<file path="src/rtl/nitx_pkg.sv">
`timescale 1ns/1ps
package nitx_pkg;

  localparam int FLIT_LANES = 3;

  // Word count of the next flit from the queue head: stops at the first
  // message end inside the three head lanes, otherwise a full flit when
  // three words are present; zero means the head is not ready to go.
  function automatic logic [1:0] flit_size(input logic [2:0] lane_ok,
                                           input logic [2:0] lane_last);
    if (lane_ok[0] && lane_last[0]) return 2'd1;
    if (lane_ok[1] && lane_last[1]) return 2'd2;
    if (lane_ok[2])                 return 2'd3;
    return 2'd0;
  endfunction

  // End-of-packet flag of a flit of the given size.
  function automatic logic flit_ends(input logic [1:0] size,
                                     input logic [2:0] lane_last);
    case (size)
      2'd1:    return lane_last[0];
      2'd2:    return lane_last[1];
      2'd3:    return lane_last[2];
      default: return 1'b0;
    endcase
  endfunction

  function automatic logic lane_used(input logic [1:0] size, input int lane);
    return lane < int'(size);
  endfunction

endpackage

</file>
<file path="src/rtl/nitx_msg_queue.sv">
`timescale 1ns/1ps
module nitx_msg_queue #(
  parameter int DATA_W = 8,
  parameter int DEPTH  = 8,
  parameter int LANES  = 3,
  localparam int AW    = $clog2(DEPTH),
  localparam int CNT_W = AW + 1
) (
  input  logic                    clk,
  input  logic                    rst_n,
  input  logic                    push,
  input  logic [DATA_W-1:0]       push_word,
  input  logic                    push_last,
  input  logic [1:0]              pop_n,
  output logic                    full,
  output logic [CNT_W-1:0]        count,
  output logic [LANES*DATA_W-1:0] peek_word,
  output logic [LANES-1:0]        peek_last
);

  logic [DATA_W:0]  mem [DEPTH];
  logic [AW-1:0]    wr_ptr, rd_ptr;

  assign full = (count == CNT_W'(DEPTH));

  always_ff @(posedge clk) begin
    if (push) mem[wr_ptr] <= {push_last, push_word};
  end

  always_ff @(posedge clk) begin
    if (!rst_n) begin
      wr_ptr <= '0;
      rd_ptr <= '0;
      count  <= '0;
    end else begin
      if (push) wr_ptr <= wr_ptr + 1'b1;
      rd_ptr <= rd_ptr + AW'(pop_n);
      count  <= count + CNT_W'(push) - CNT_W'(pop_n);
    end
  end

  for (genvar k = 0; k < LANES; k++) begin : g_peek
    localparam logic [AW-1:0]    OFS = AW'(k);
    localparam logic [CNT_W-1:0] NEED = CNT_W'(k);
    logic [AW-1:0] idx;
    assign idx = rd_ptr + OFS;
    assign peek_word[k*DATA_W +: DATA_W] = mem[idx][DATA_W-1:0];
    assign peek_last[k] = mem[idx][DATA_W] && (count > NEED);
  end

endmodule

</file>
<file path="src/rtl/nitx_credit_ctrl.sv">
`timescale 1ns/1ps
module nitx_credit_ctrl #(
  parameter int REMOTE_DEPTH = 6,
  parameter int CRED_W       = 4,
  parameter int CNT_W        = 3
) (
  input  logic              clk,
  input  logic              rst_n,
  input  logic              take,
  input  logic [1:0]        take_n,
  input  logic              take_head,
  input  logic              rx_valid,
  input  logic [CRED_W-1:0] rx_credit,
  input  logic              consume,
  output logic [CNT_W-1:0]  credit_cnt,
  output logic [CRED_W-1:0] ret_credit
);

  localparam int SUM_W = ((CNT_W > CRED_W) ? CNT_W : CRED_W) + 1;
  localparam logic [CRED_W-1:0] RET_MAX = '1;

  logic [SUM_W-1:0] credit_sum;

  always_comb begin
    credit_sum = SUM_W'(credit_cnt);
    if (take)     credit_sum = credit_sum - SUM_W'(take_n);
    if (rx_valid) credit_sum = credit_sum + SUM_W'(rx_credit);
  end

  always_ff @(posedge clk) begin
    if (!rst_n) begin
      credit_cnt <= CNT_W'(REMOTE_DEPTH);
      ret_credit <= '0;
    end else begin
      credit_cnt <= CNT_W'(credit_sum);
      if (take_head)
        ret_credit <= consume ? CRED_W'(1) : '0;
      else if (consume && ret_credit != RET_MAX)
        ret_credit <= ret_credit + 1'b1;
    end
  end

endmodule

</file>
<file path="src/rtl/nitx_packetizer.sv">
`timescale 1ns/1ps
module nitx_packetizer
  import nitx_pkg::*;
#(
  parameter int DATA_W       = 8,
  parameter int QDEPTH       = 8,
  parameter int REMOTE_DEPTH = 6,
  parameter int PATH_W       = 12,
  parameter int QID_W        = 3,
  parameter int CRED_W       = 4
) (
  input  logic                         clk,
  input  logic                         rst_n,
  input  logic                         msg_valid,
  output logic                         msg_ready,
  input  logic [DATA_W-1:0]            msg_word,
  input  logic                         msg_last,
  input  logic [PATH_W-1:0]            cfg_route,
  input  logic [QID_W-1:0]             cfg_qid,
  input  logic                         rx_hdr_valid,
  input  logic [CRED_W-1:0]            rx_hdr_credit,
  input  logic                         rx_consume,
  output logic                         fl_valid,
  input  logic                         fl_ready,
  output logic                         fl_head,
  output logic [PATH_W-1:0]            fl_route,
  output logic [QID_W-1:0]             fl_qid,
  output logic [CRED_W-1:0]            fl_credit,
  output logic [1:0]                   fl_size,
  output logic                         fl_eop,
  output logic [FLIT_LANES*DATA_W-1:0] fl_data
);

  localparam int LANES  = FLIT_LANES;
  localparam int FLIT_W = LANES * DATA_W;
  localparam int QCNT_W = $clog2(QDEPTH) + 1;
  localparam int CNT_W  = $clog2(REMOTE_DEPTH + 1);

  // Named internal events, observed by the bound checker.
  logic              q_full;
  logic [QCNT_W-1:0] q_count;
  logic [FLIT_W-1:0] peek_word;
  logic [LANES-1:0]  peek_last;
  logic [LANES-1:0]  lane_ok;
  logic [1:0]        form_size;
  logic              form_eop;
  logic              form_head;
  logic              form_fire;
  logic              out_free;
  logic              credit_enough;
  logic [FLIT_W-1:0] form_data;
  logic [CNT_W-1:0]  credit_cnt;
  logic [CRED_W-1:0] ret_credit;
  logic              in_pkt;

  assign msg_ready = !q_full;

  nitx_msg_queue #(
    .DATA_W (DATA_W),
    .DEPTH  (QDEPTH),
    .LANES  (LANES)
  ) u_queue (
    .clk       (clk),
    .rst_n     (rst_n),
    .push      (msg_valid && !q_full),
    .push_word (msg_word),
    .push_last (msg_last),
    .pop_n     (form_fire ? form_size : 2'd0),
    .full      (q_full),
    .count     (q_count),
    .peek_word (peek_word),
    .peek_last (peek_last)
  );

  for (genvar k = 0; k < LANES; k++) begin : g_lane
    localparam logic [QCNT_W-1:0] NEED = QCNT_W'(k);
    assign lane_ok[k] = q_count > NEED;
    assign form_data[k*DATA_W +: DATA_W] =
      lane_used(form_size, k) ? peek_word[k*DATA_W +: DATA_W] : '0;
  end

  assign form_size     = flit_size(lane_ok, peek_last);
  assign form_eop      = flit_ends(form_size, peek_last);
  assign form_head     = !in_pkt;
  assign out_free      = !fl_valid || fl_ready;
  assign credit_enough = credit_cnt >= CNT_W'(form_size);
  assign form_fire     = (form_size != 2'd0) && credit_enough && out_free;

  nitx_credit_ctrl #(
    .REMOTE_DEPTH (REMOTE_DEPTH),
    .CRED_W       (CRED_W),
    .CNT_W        (CNT_W)
  ) u_credit (
    .clk        (clk),
    .rst_n      (rst_n),
    .take       (form_fire),
    .take_n     (form_size),
    .take_head  (form_fire && form_head),
    .rx_valid   (rx_hdr_valid),
    .rx_credit  (rx_hdr_credit),
    .consume    (rx_consume),
    .credit_cnt (credit_cnt),
    .ret_credit (ret_credit)
  );

  always_ff @(posedge clk) begin
    if (!rst_n) begin
      in_pkt    <= 1'b0;
      fl_valid  <= 1'b0;
      fl_head   <= 1'b0;
      fl_route  <= '0;
      fl_qid    <= '0;
      fl_credit <= '0;
      fl_size   <= '0;
      fl_eop    <= 1'b0;
      fl_data   <= '0;
    end else if (form_fire) begin
      in_pkt    <= !form_eop;
      fl_valid  <= 1'b1;
      fl_head   <= form_head;
      fl_route  <= form_head ? cfg_route : '0;
      fl_qid    <= form_head ? cfg_qid : '0;
      fl_credit <= form_head ? ret_credit : '0;
      fl_size   <= form_size;
      fl_eop    <= form_eop;
      fl_data   <= form_data;
    end else if (fl_ready) begin
      fl_valid  <= 1'b0;
    end
  end

endmodule

</file>
<file path="config.mk">
export PLATFORM = sky130hd
export DESIGN_NAME = nitx_packetizer
export DESIGN_NICKNAME = d
export VERILOG_FILES = /design/src/rtl/nitx_pkg.sv /design/src/rtl/nitx_msg_queue.sv /design/src/rtl/nitx_credit_ctrl.sv /design/src/rtl/nitx_packetizer.sv
export SDC_FILE = /design/constraint.sdc
export NUM_CORES = 1
export LEC_CHECK = 0
export ABC_AREA = 0
export ABC_CLOCK_PERIOD_IN_PS = 4490
export BUFFER_PORTS_ARGS = -buffer_cell sky130_fd_sc_hd__buf_4
export CELL_PAD_IN_SITES_DETAIL_PLACEMENT = 1
export CELL_PAD_IN_SITES_GLOBAL_PLACEMENT = 1
export CORE_MARGIN = 4
export CORE_UTILIZATION = 44
export CTS_BUF_LIST = sky130_fd_sc_hd__clkbuf_8
export CTS_CLUSTER_SIZE = 25
export DETAILED_ROUTE_END_ITERATION = 10
export HOLD_SLACK_MARGIN = 0.05
export PLACE_DENSITY = 0.8
export SLEW_MARGIN = 20
export SYNTH_ARGS = -nofsm -noshare
export SYNTH_HDL_FRONTEND = slang
export SYNTH_SLANG_ARGS = --single-unit
</file>
<file path="constraint.sdc">
create_clock -name clk -period 4.49 [get_ports clk]
set_clock_uncertainty 0.05 [all_clocks]
set_input_delay 0.6735 -clock clk [delete_from_list [all_inputs] [get_ports clk]]
set_output_delay 0.6735 -clock clk [all_outputs]
set_load 0.1 [all_outputs]
</file>
Yosys cells after proc, flatten, opt, wreduce, memory -nomap -nowiden:

Memory sizes are Yosys's and may differ from the RTL's. A register that Yosys moved wholly into a read port is not among the register bits.
Index checks and enable logic that the tools add are counted.

* bits in writable memories: 72
* bits in registers: 66
* memories kept: 1

* muxes and demuxes: 30
* add/subtract/negate cells: 9
* equal/unequal tests: 5
* reduce and logical (&&, ||, !) cells: 18
* order comparisons: 7

Memories
* u_queue.mem: depth 8, bits a word 9, rd ports 3, clocked after memory_dff 1, write ports 1, RTL line nitx_msg_queue.sv:21 `logic [DATA_W:0] mem [DEPTH];`

Operators with widths (number)
* 2-to-1 mux 8 bit: 3
* 2-to-1 mux 2 bit: 7
* 2-to-1 mux 12 bit: 1
* 2-to-1 mux 3 bit: 4
* 2-to-1 mux 4 bit: 3
* 2-to-1 mux 1 bit: 11
* logical AND 1 bit: 10
* greater-than comparator 4 x 1 -> 1 bit (second input constant): 2
* adder 3 x 1 -> 3 bit (second input constant): 2
* nonzero test 2 bit: 3
* adder 4 x 1 -> 4 bit: 1
* adder 4 x 1 -> 4 bit (second input constant): 1
* == test 2 bit (second input constant): 2
* == test 4 bit (second input constant): 1
* greater-than comparator 4 x 2 -> 1 bit (second input constant): 1
* logical NOT 1 bit: 4
* < comparator 1 x 2 -> 1 bit (first input constant): 2
* != test 4 bit (second input constant): 1
* subtractor 4 x 2 -> 4 bit: 1
* adder 3 x 2 -> 3 bit: 1
* adder 3 x 2 -> 3 bit (second input constant): 1
* adder 3 bit: 1
* greater-or-equal comparator 3 x 2 -> 1 bit: 1
* case mux 1 bit (3 select lines): 1
* 4 further kinds: 4

Logic depth before layout (Yosys ltp):

An unclocked memory read counts as a cell.

* depth in word-level cells: 17
* mapped depth: 22
* depth with buffers taken out: 21

Cells and area by module:

From an unflattened synthesis, not the netlist that was laid out.

* cells, all modules: 529
* area, all modules: 6874.1 um2

Modules (own cells, without submodules)
* nitx_msg_queue: cells each 236, sequential area each 2362.3 um2, times used 1, area an instance 4211.5 um2
* nitx_packetizer: cells each 247, sequential area each 980.9 um2, times used 1, area an instance 2230.9 um2
* nitx_credit_ctrl: cells each 46, sequential area each 140.1 um2, times used 1, area an instance 431.7 um2

Least setup slack after synthesis:

No wires, ideal clock.

* path type: flip-flop to flip-flop
* start point: register u_queue.rd_ptr[0]
* end point: register u_queue.count[2]
* path buffers: 3
* period minus slack after synthesis: 4219 ps
* cell stages (with the launch flop): 23
* data arrival time: 4042 ps
* library setup time: 128 ps
* path slack: 271 ps
* cell sequence: dfxtp_1 ha_1 buf_6 mux4_2 mux2i_1 a21oi_2 o21bai_1 ha_1 nand2b_1 a211oi_1 nor2_1 o31a_2 buf_6 buf_6 nand2_1 inv_1 ha_1 inv_1 ha_1 inv_1 fa_1 xor2_1 nor2_1

* cells in the longest elaborated chain, start to end: 14
* elaborated cells on any way between the ends: 17
* classes of those cells: add/sub (2); order compare (1); mux (8); reduce/logical (5); memory (1)

RTL lines
* from (decl): RTL line nitx_msg_queue.sv:22 `logic [AW-1:0] wr_ptr, rd_ptr;`
* from (signal assigned): RTL line nitx_msg_queue.sv:37 `rd_ptr <= rd_ptr + AW'(pop_n);`
* adder 3 x 1 -> 3 bit *: RTL line nitx_msg_queue.sv:46 `assign idx = rd_ptr + OFS;`
* memory (8 x 9 bit) *
* logical AND 1 bit *: RTL line nitx_msg_queue.sv:48 `assign peek_last[k] = mem[idx][DATA_W] && (count > NEED);`
* logical AND 1 bit *: RTL line nitx_pkg.sv:12 `if (lane_ok[1] && lane_last[1]) return 2'd2;`
* 2-to-1 mux 2 bit: RTL line nitx_pkg.sv:12
* 2-to-1 mux 2 bit: RTL line nitx_pkg.sv:13 `if (lane_ok[2]) return 2'd3;`
* 2-to-1 mux 2 bit: RTL line nitx_pkg.sv:14 `return 2'd0;`
* 2-to-1 mux 2 bit *: RTL line nitx_pkg.sv:13
* 2-to-1 mux 2 bit *: RTL line nitx_pkg.sv:12
* net form_size[0]: RTL line nitx_packetizer.sv:45 `logic [1:0] form_size;`
* greater-or-equal comparator 3 x 2 -> 1 bit / nonzero test 2 bit (equally long branches): RTL line nitx_packetizer.sv:86, nitx_packetizer.sv:87
* logical AND 1 bit (2 in series): RTL line nitx_packetizer.sv:87 `assign form_fire = (form_size != 2'd0) && credit_enough && out_free;`
* 2-to-1 mux 2 bit *: RTL line nitx_packetizer.sv:68 `.pop_n (form_fire ? form_size : 2'd0),`
* subtractor 4 x 2 -> 4 bit *: RTL line nitx_msg_queue.sv:38 `count <= count + CNT_W'(push) - CNT_W'(pop_n);`
* to (signal assigned): RTL line nitx_msg_queue.sv:38
* to (decl): RTL line nitx_msg_queue.sv:16 `output logic [CNT_W-1:0] count,`

The timed path passes the listed nets; every way through them passes the cells marked *. The select of a mux whose other input is x is not followed.
A chain may end at the register's enable or synchronous reset.

Final worst setup path:

* start point: register u_queue.rd_ptr[1]
* end point: register u_credit.credit_cnt[2]

* cells in the longest elaborated chain, start to end: 15
* elaborated cells on any way between the ends: 19
* classes of those cells: add/sub (3); order compare (1); mux (9); reduce/logical (5); memory (1)

RTL lines
* adder 3 x 1 -> 3 bit *: RTL line nitx_msg_queue.sv:46
* memory (8 x 9 bit) *
* logical AND 1 bit *: RTL line nitx_msg_queue.sv:48
* logical AND 1 bit *: RTL line nitx_pkg.sv:12
* 2-to-1 mux 2 bit: RTL line nitx_pkg.sv:12
* 2-to-1 mux 2 bit: RTL line nitx_pkg.sv:13
* 2-to-1 mux 2 bit: RTL line nitx_pkg.sv:14
* 2-to-1 mux 2 bit *: RTL line nitx_pkg.sv:13
* 2-to-1 mux 2 bit *: RTL line nitx_pkg.sv:12
* net form_size[0]: RTL line nitx_packetizer.sv:45
* greater-or-equal comparator 3 x 2 -> 1 bit / nonzero test 2 bit (equally long branches): RTL line nitx_packetizer.sv:86, nitx_packetizer.sv:87
* logical AND 1 bit (2 in series): RTL line nitx_packetizer.sv:87
* 2-to-1 mux 3 bit *: RTL line nitx_credit_ctrl.sv:26 `if (take) credit_sum = credit_sum - SUM_W'(take_n);`
* adder 3 bit: RTL line nitx_credit_ctrl.sv:27 `if (rx_valid) credit_sum = credit_sum + SUM_W'(rx_credit);`
* 2-to-1 mux 3 bit *: RTL line nitx_credit_ctrl.sv:27
* to (signal assigned): RTL line nitx_credit_ctrl.sv:32 `credit_cnt <= CNT_W'(REMOTE_DEPTH);`
* to (signal assigned): RTL line nitx_credit_ctrl.sv:35 `credit_cnt <= CNT_W'(credit_sum);`
* to (decl): RTL line nitx_credit_ctrl.sv:15 `output logic [CNT_W-1:0] credit_cnt,`

Marks and branches as above.

==> results_dict.tcl <==
set metrics [dict create \
    cts_tree "done" \
    worstMarginPinSlew_ns 1.091 \
    ys_async_sr_fraction_pct 0 \
    crit_buf_inv 1 \
    route.vias.total 4392 \
    area_growth_pct 17.63 \
    timing_worst_setup_path_type "flip-flop to flip-flop" \
    floorplan.rows 44 \
    drt_drc_violations_left 0 \
    postRouteWirelength_um 15790 \
    seq_area_frac_synth_pct 53.18 \
    detail-route-antenna-nets 0 \
    gp_routability_congestion 0.7939 \
    synthesized_netlist_net_count 566 \
    place_ws_ns 0.1487 \
    totalNegativeSetupSlack_ns 0 \
    place_inst 756 \
    nNetsFinal 644 \
    number_of_enable_type_register_cells_in_the_synthesized_netlist 72 \
    finalNonFillerCells 788 \
    grt_setup_unrepaired "false" \
    worstPathArrival_ns 4.42 \
    crit_path_top_delay_cell "mux4_2" \
    cp_cell_instances "ha_4, mux4_2, mux2i_2, a21oi_2, o21bai_1, ha_1, nand2b_1, a211oi_2, nor2_2, o31ai_4, nand2_1, nand2_1, ha_1, inv_1, fa_1, xor2_1, nor2_1, xnor2_1, o21a_1, o21ai_0" \
    post_cts_gate_resize_count 0 \
    die_boundary_height_um 130.0 \
    clk_pin_slew_ns 0.08 \
    cts.path.max_buffers 2 \
    outcome "finished, final reports clean" \
    worstSetupStartpointType "flip-flop" \
    fillCellCount 1503 \
    timing.fmax_ghz 0.2417 \
    cell_area_after_synthesis_um2 6550 \
    max_cap_viol_count 0 \
    final_hold_viol_count 0 \
    slew_headroom_pct 26.98 \
    initial_utilization_pct 45.07 \
    cp_data_required_time_ns 4.78 \
    timing.critical_path.max_delay_family "adder cells" \
    number_of_global_route_vias_before_repair 4703 \
    die_width_um 130.0 \
    synth.distinct_cells 50 \
    hold_buffers 0 \
    core_area_um2 14530 \
    drc_violation_total_after_the_first_tritonroute_iteration 300 \
    clkLatencyLatePin_ns 0.46 \
    worstSetupEndpointType "flip-flop" \
    instance_count_of_the_mapped_netlist 513 \
    grt_use_total_pct 19.81 \
    worst_path_max_fanout 6 \
    post_route_cells_drive_above_1_share_pct 30.63 \
    cpPeakStageDelay_ns 0.51 \
    routed_vias_inst 5.574 \
    cts.sinks 138 \
    dominantRegCellSynth "edfxtp_1" \
    cts_inserted_buffers 17 \
    final.period_utilization_pct 92.14 \
    ctsHtreeMaxLevel 4 \
    min_path_type "input pin to flip-flop" \
    port_buffers 81 \
    postCtsSetupBuffers 0 \
    grt.overflow.total 0 \
    synth-seq-cells 138 \
    maxSlewViolCount 0 \
    yosysWarnings 0 \
    postSynthAreaPerCell_um2 12.77 \
    n_antenna_cell 0 \
    worst_slack_ns 0.3529 \
    detailed_place_hpwl_um 11360 \
    grt_pass1_wl_um 25250 \
    initial_drt_pass_iterations 4 \
    final.hold.worst_slack_ns 0.3932 \
    antenna_found_initial 0 \
    io-pin-count 83 \
    layout_min_cycle_time_ns 4.137 \
    seqCellArea_um2 3486 \
    fp.dieArea_um2 16900 \
    setup_viol 0 \
    multi_input_comb_area_um2 2873 \
    clk_tree_root_cell "clkbuf_8" \
    grt_max_degree 48 \
    mean_routed_wirelength_per_cell_um 20.04 \
]
## routing by layer
metal / vias to the layer above / track usage (%) / routed length, um
met5: - / 0 / 0
met1: 2170 / 24.02 / 6342
met4: 0 / 5.990 / 196
li1: 2068 / - / -
met2: 132 / 34.88 / 8103
met3: 22 / 5.117 / 1148
## area by class of cell
class / instances / share of cell area (%)
flip-flops and latches: 138 / 45.24
multi-input cells: 328 / 37.28
repair buffers: 90 / 8.769
clock buffers: 18 / 3.215
well taps: 184 / 2.988
clock inverters: 14 / 1.721
inverters: 16 / 0.7795
## registers in the layout, indices dropped and copies added (netlist names)
| register | cells |
|---|---|
| u_credit.ret_credit | 4 |
| fl_head | 1 |
| fl_credit | 4 |
| u_queue.mem | 72 |
| u_credit.credit_cnt | 3 |
| u_queue.wr_ptr | 3 |
| u_queue.rd_ptr | 3 |
| in_pkt | 1 |
| fl_route | 12 |
| fl_eop | 1 |
| fl_qid | 3 |
| fl_data | 24 |
| fl_size | 2 |
| fl_valid | 1 |
| u_queue.count | 4 |
## cell usage after synthesis, types with 2 or more instances
master,number,share of area [%]
nand2_1,84,4.8
o2bb2ai_1,8,1.1
nand2b_1,5,0.48
a311oi_2,8,1.8
clkinv_1,2,0.11
o21a_1,3,0.34
ha_1,15,2.9
inv_1,14,0.80
nand3b_1,19,2.2
nor4_1,2,0.19
and2_1,2,0.19
xor2_1,5,0.67
buf_4,5,0.57
nand3_1,15,1.1
nor3_1,5,0.38
buf_6,4,0.69
dfxtp_1,66,20
edfxtp_1,72,33
xnor2_1,3,0.40
o21ai_0,3,0.23
a21oi_1,37,2.8
mux2i_1,14,2.1
nor2_1,26,1.5
a21o_1,2,0.23
clkbuf_1,12,0.69
nor2b_1,3,0.29
a211oi_1,2,0.23
buf_2,9,0.69
fa_1,4,1.2
mux4_2,44,15
## layout by cell type (no fill, tap or decap), drive strengths merged, types with 15 or more instances in the layout
master	count
nand3	15
nor2	27
nand3b	19
mux4	44
nand2	84
dfxtp	66
clkbuf	18
inv	16
a21oi	38
ha	15
buf	90
edfxtp	72
## kinds of logic after synthesis
kind of cell,synth area share [%]
multiplexers,17.44
XOR/XNOR,1.490
AND/OR/NAND/NOR,11.82
buffers and inverters,3.610
AO/OA/AOI/OAI,8.367
flip-flops,53.18
adder cells (fa/ha/maj),4.088
## per-stage QoR
step                      instance area, um^2  utilization (%)
after global routing                     7705            53.01
after CTS                                7681            52.85
after global placement                   7301            50.23
after detailed placement                 7301            50.23
final                                    7705            53.01
after floorplan                          6550                -
## final timing paths
check                     from                endpoint  slack (ns)  cells past startpoint
min                   msg_last       u_queue.mem[7][8]        0.39                      1
min reg2reg        fl_route[0]             fl_route[0]        0.41                      2
max reg2reg  u_queue.rd_ptr[1]  u_credit.credit_cnt[2]        0.35                     20
max          u_queue.rd_ptr[1]  u_credit.credit_cnt[2]        0.35                     20
Power is not shown: default switching activity piles up to over one toggle a cycle in this logic, so the estimate is an artifact.
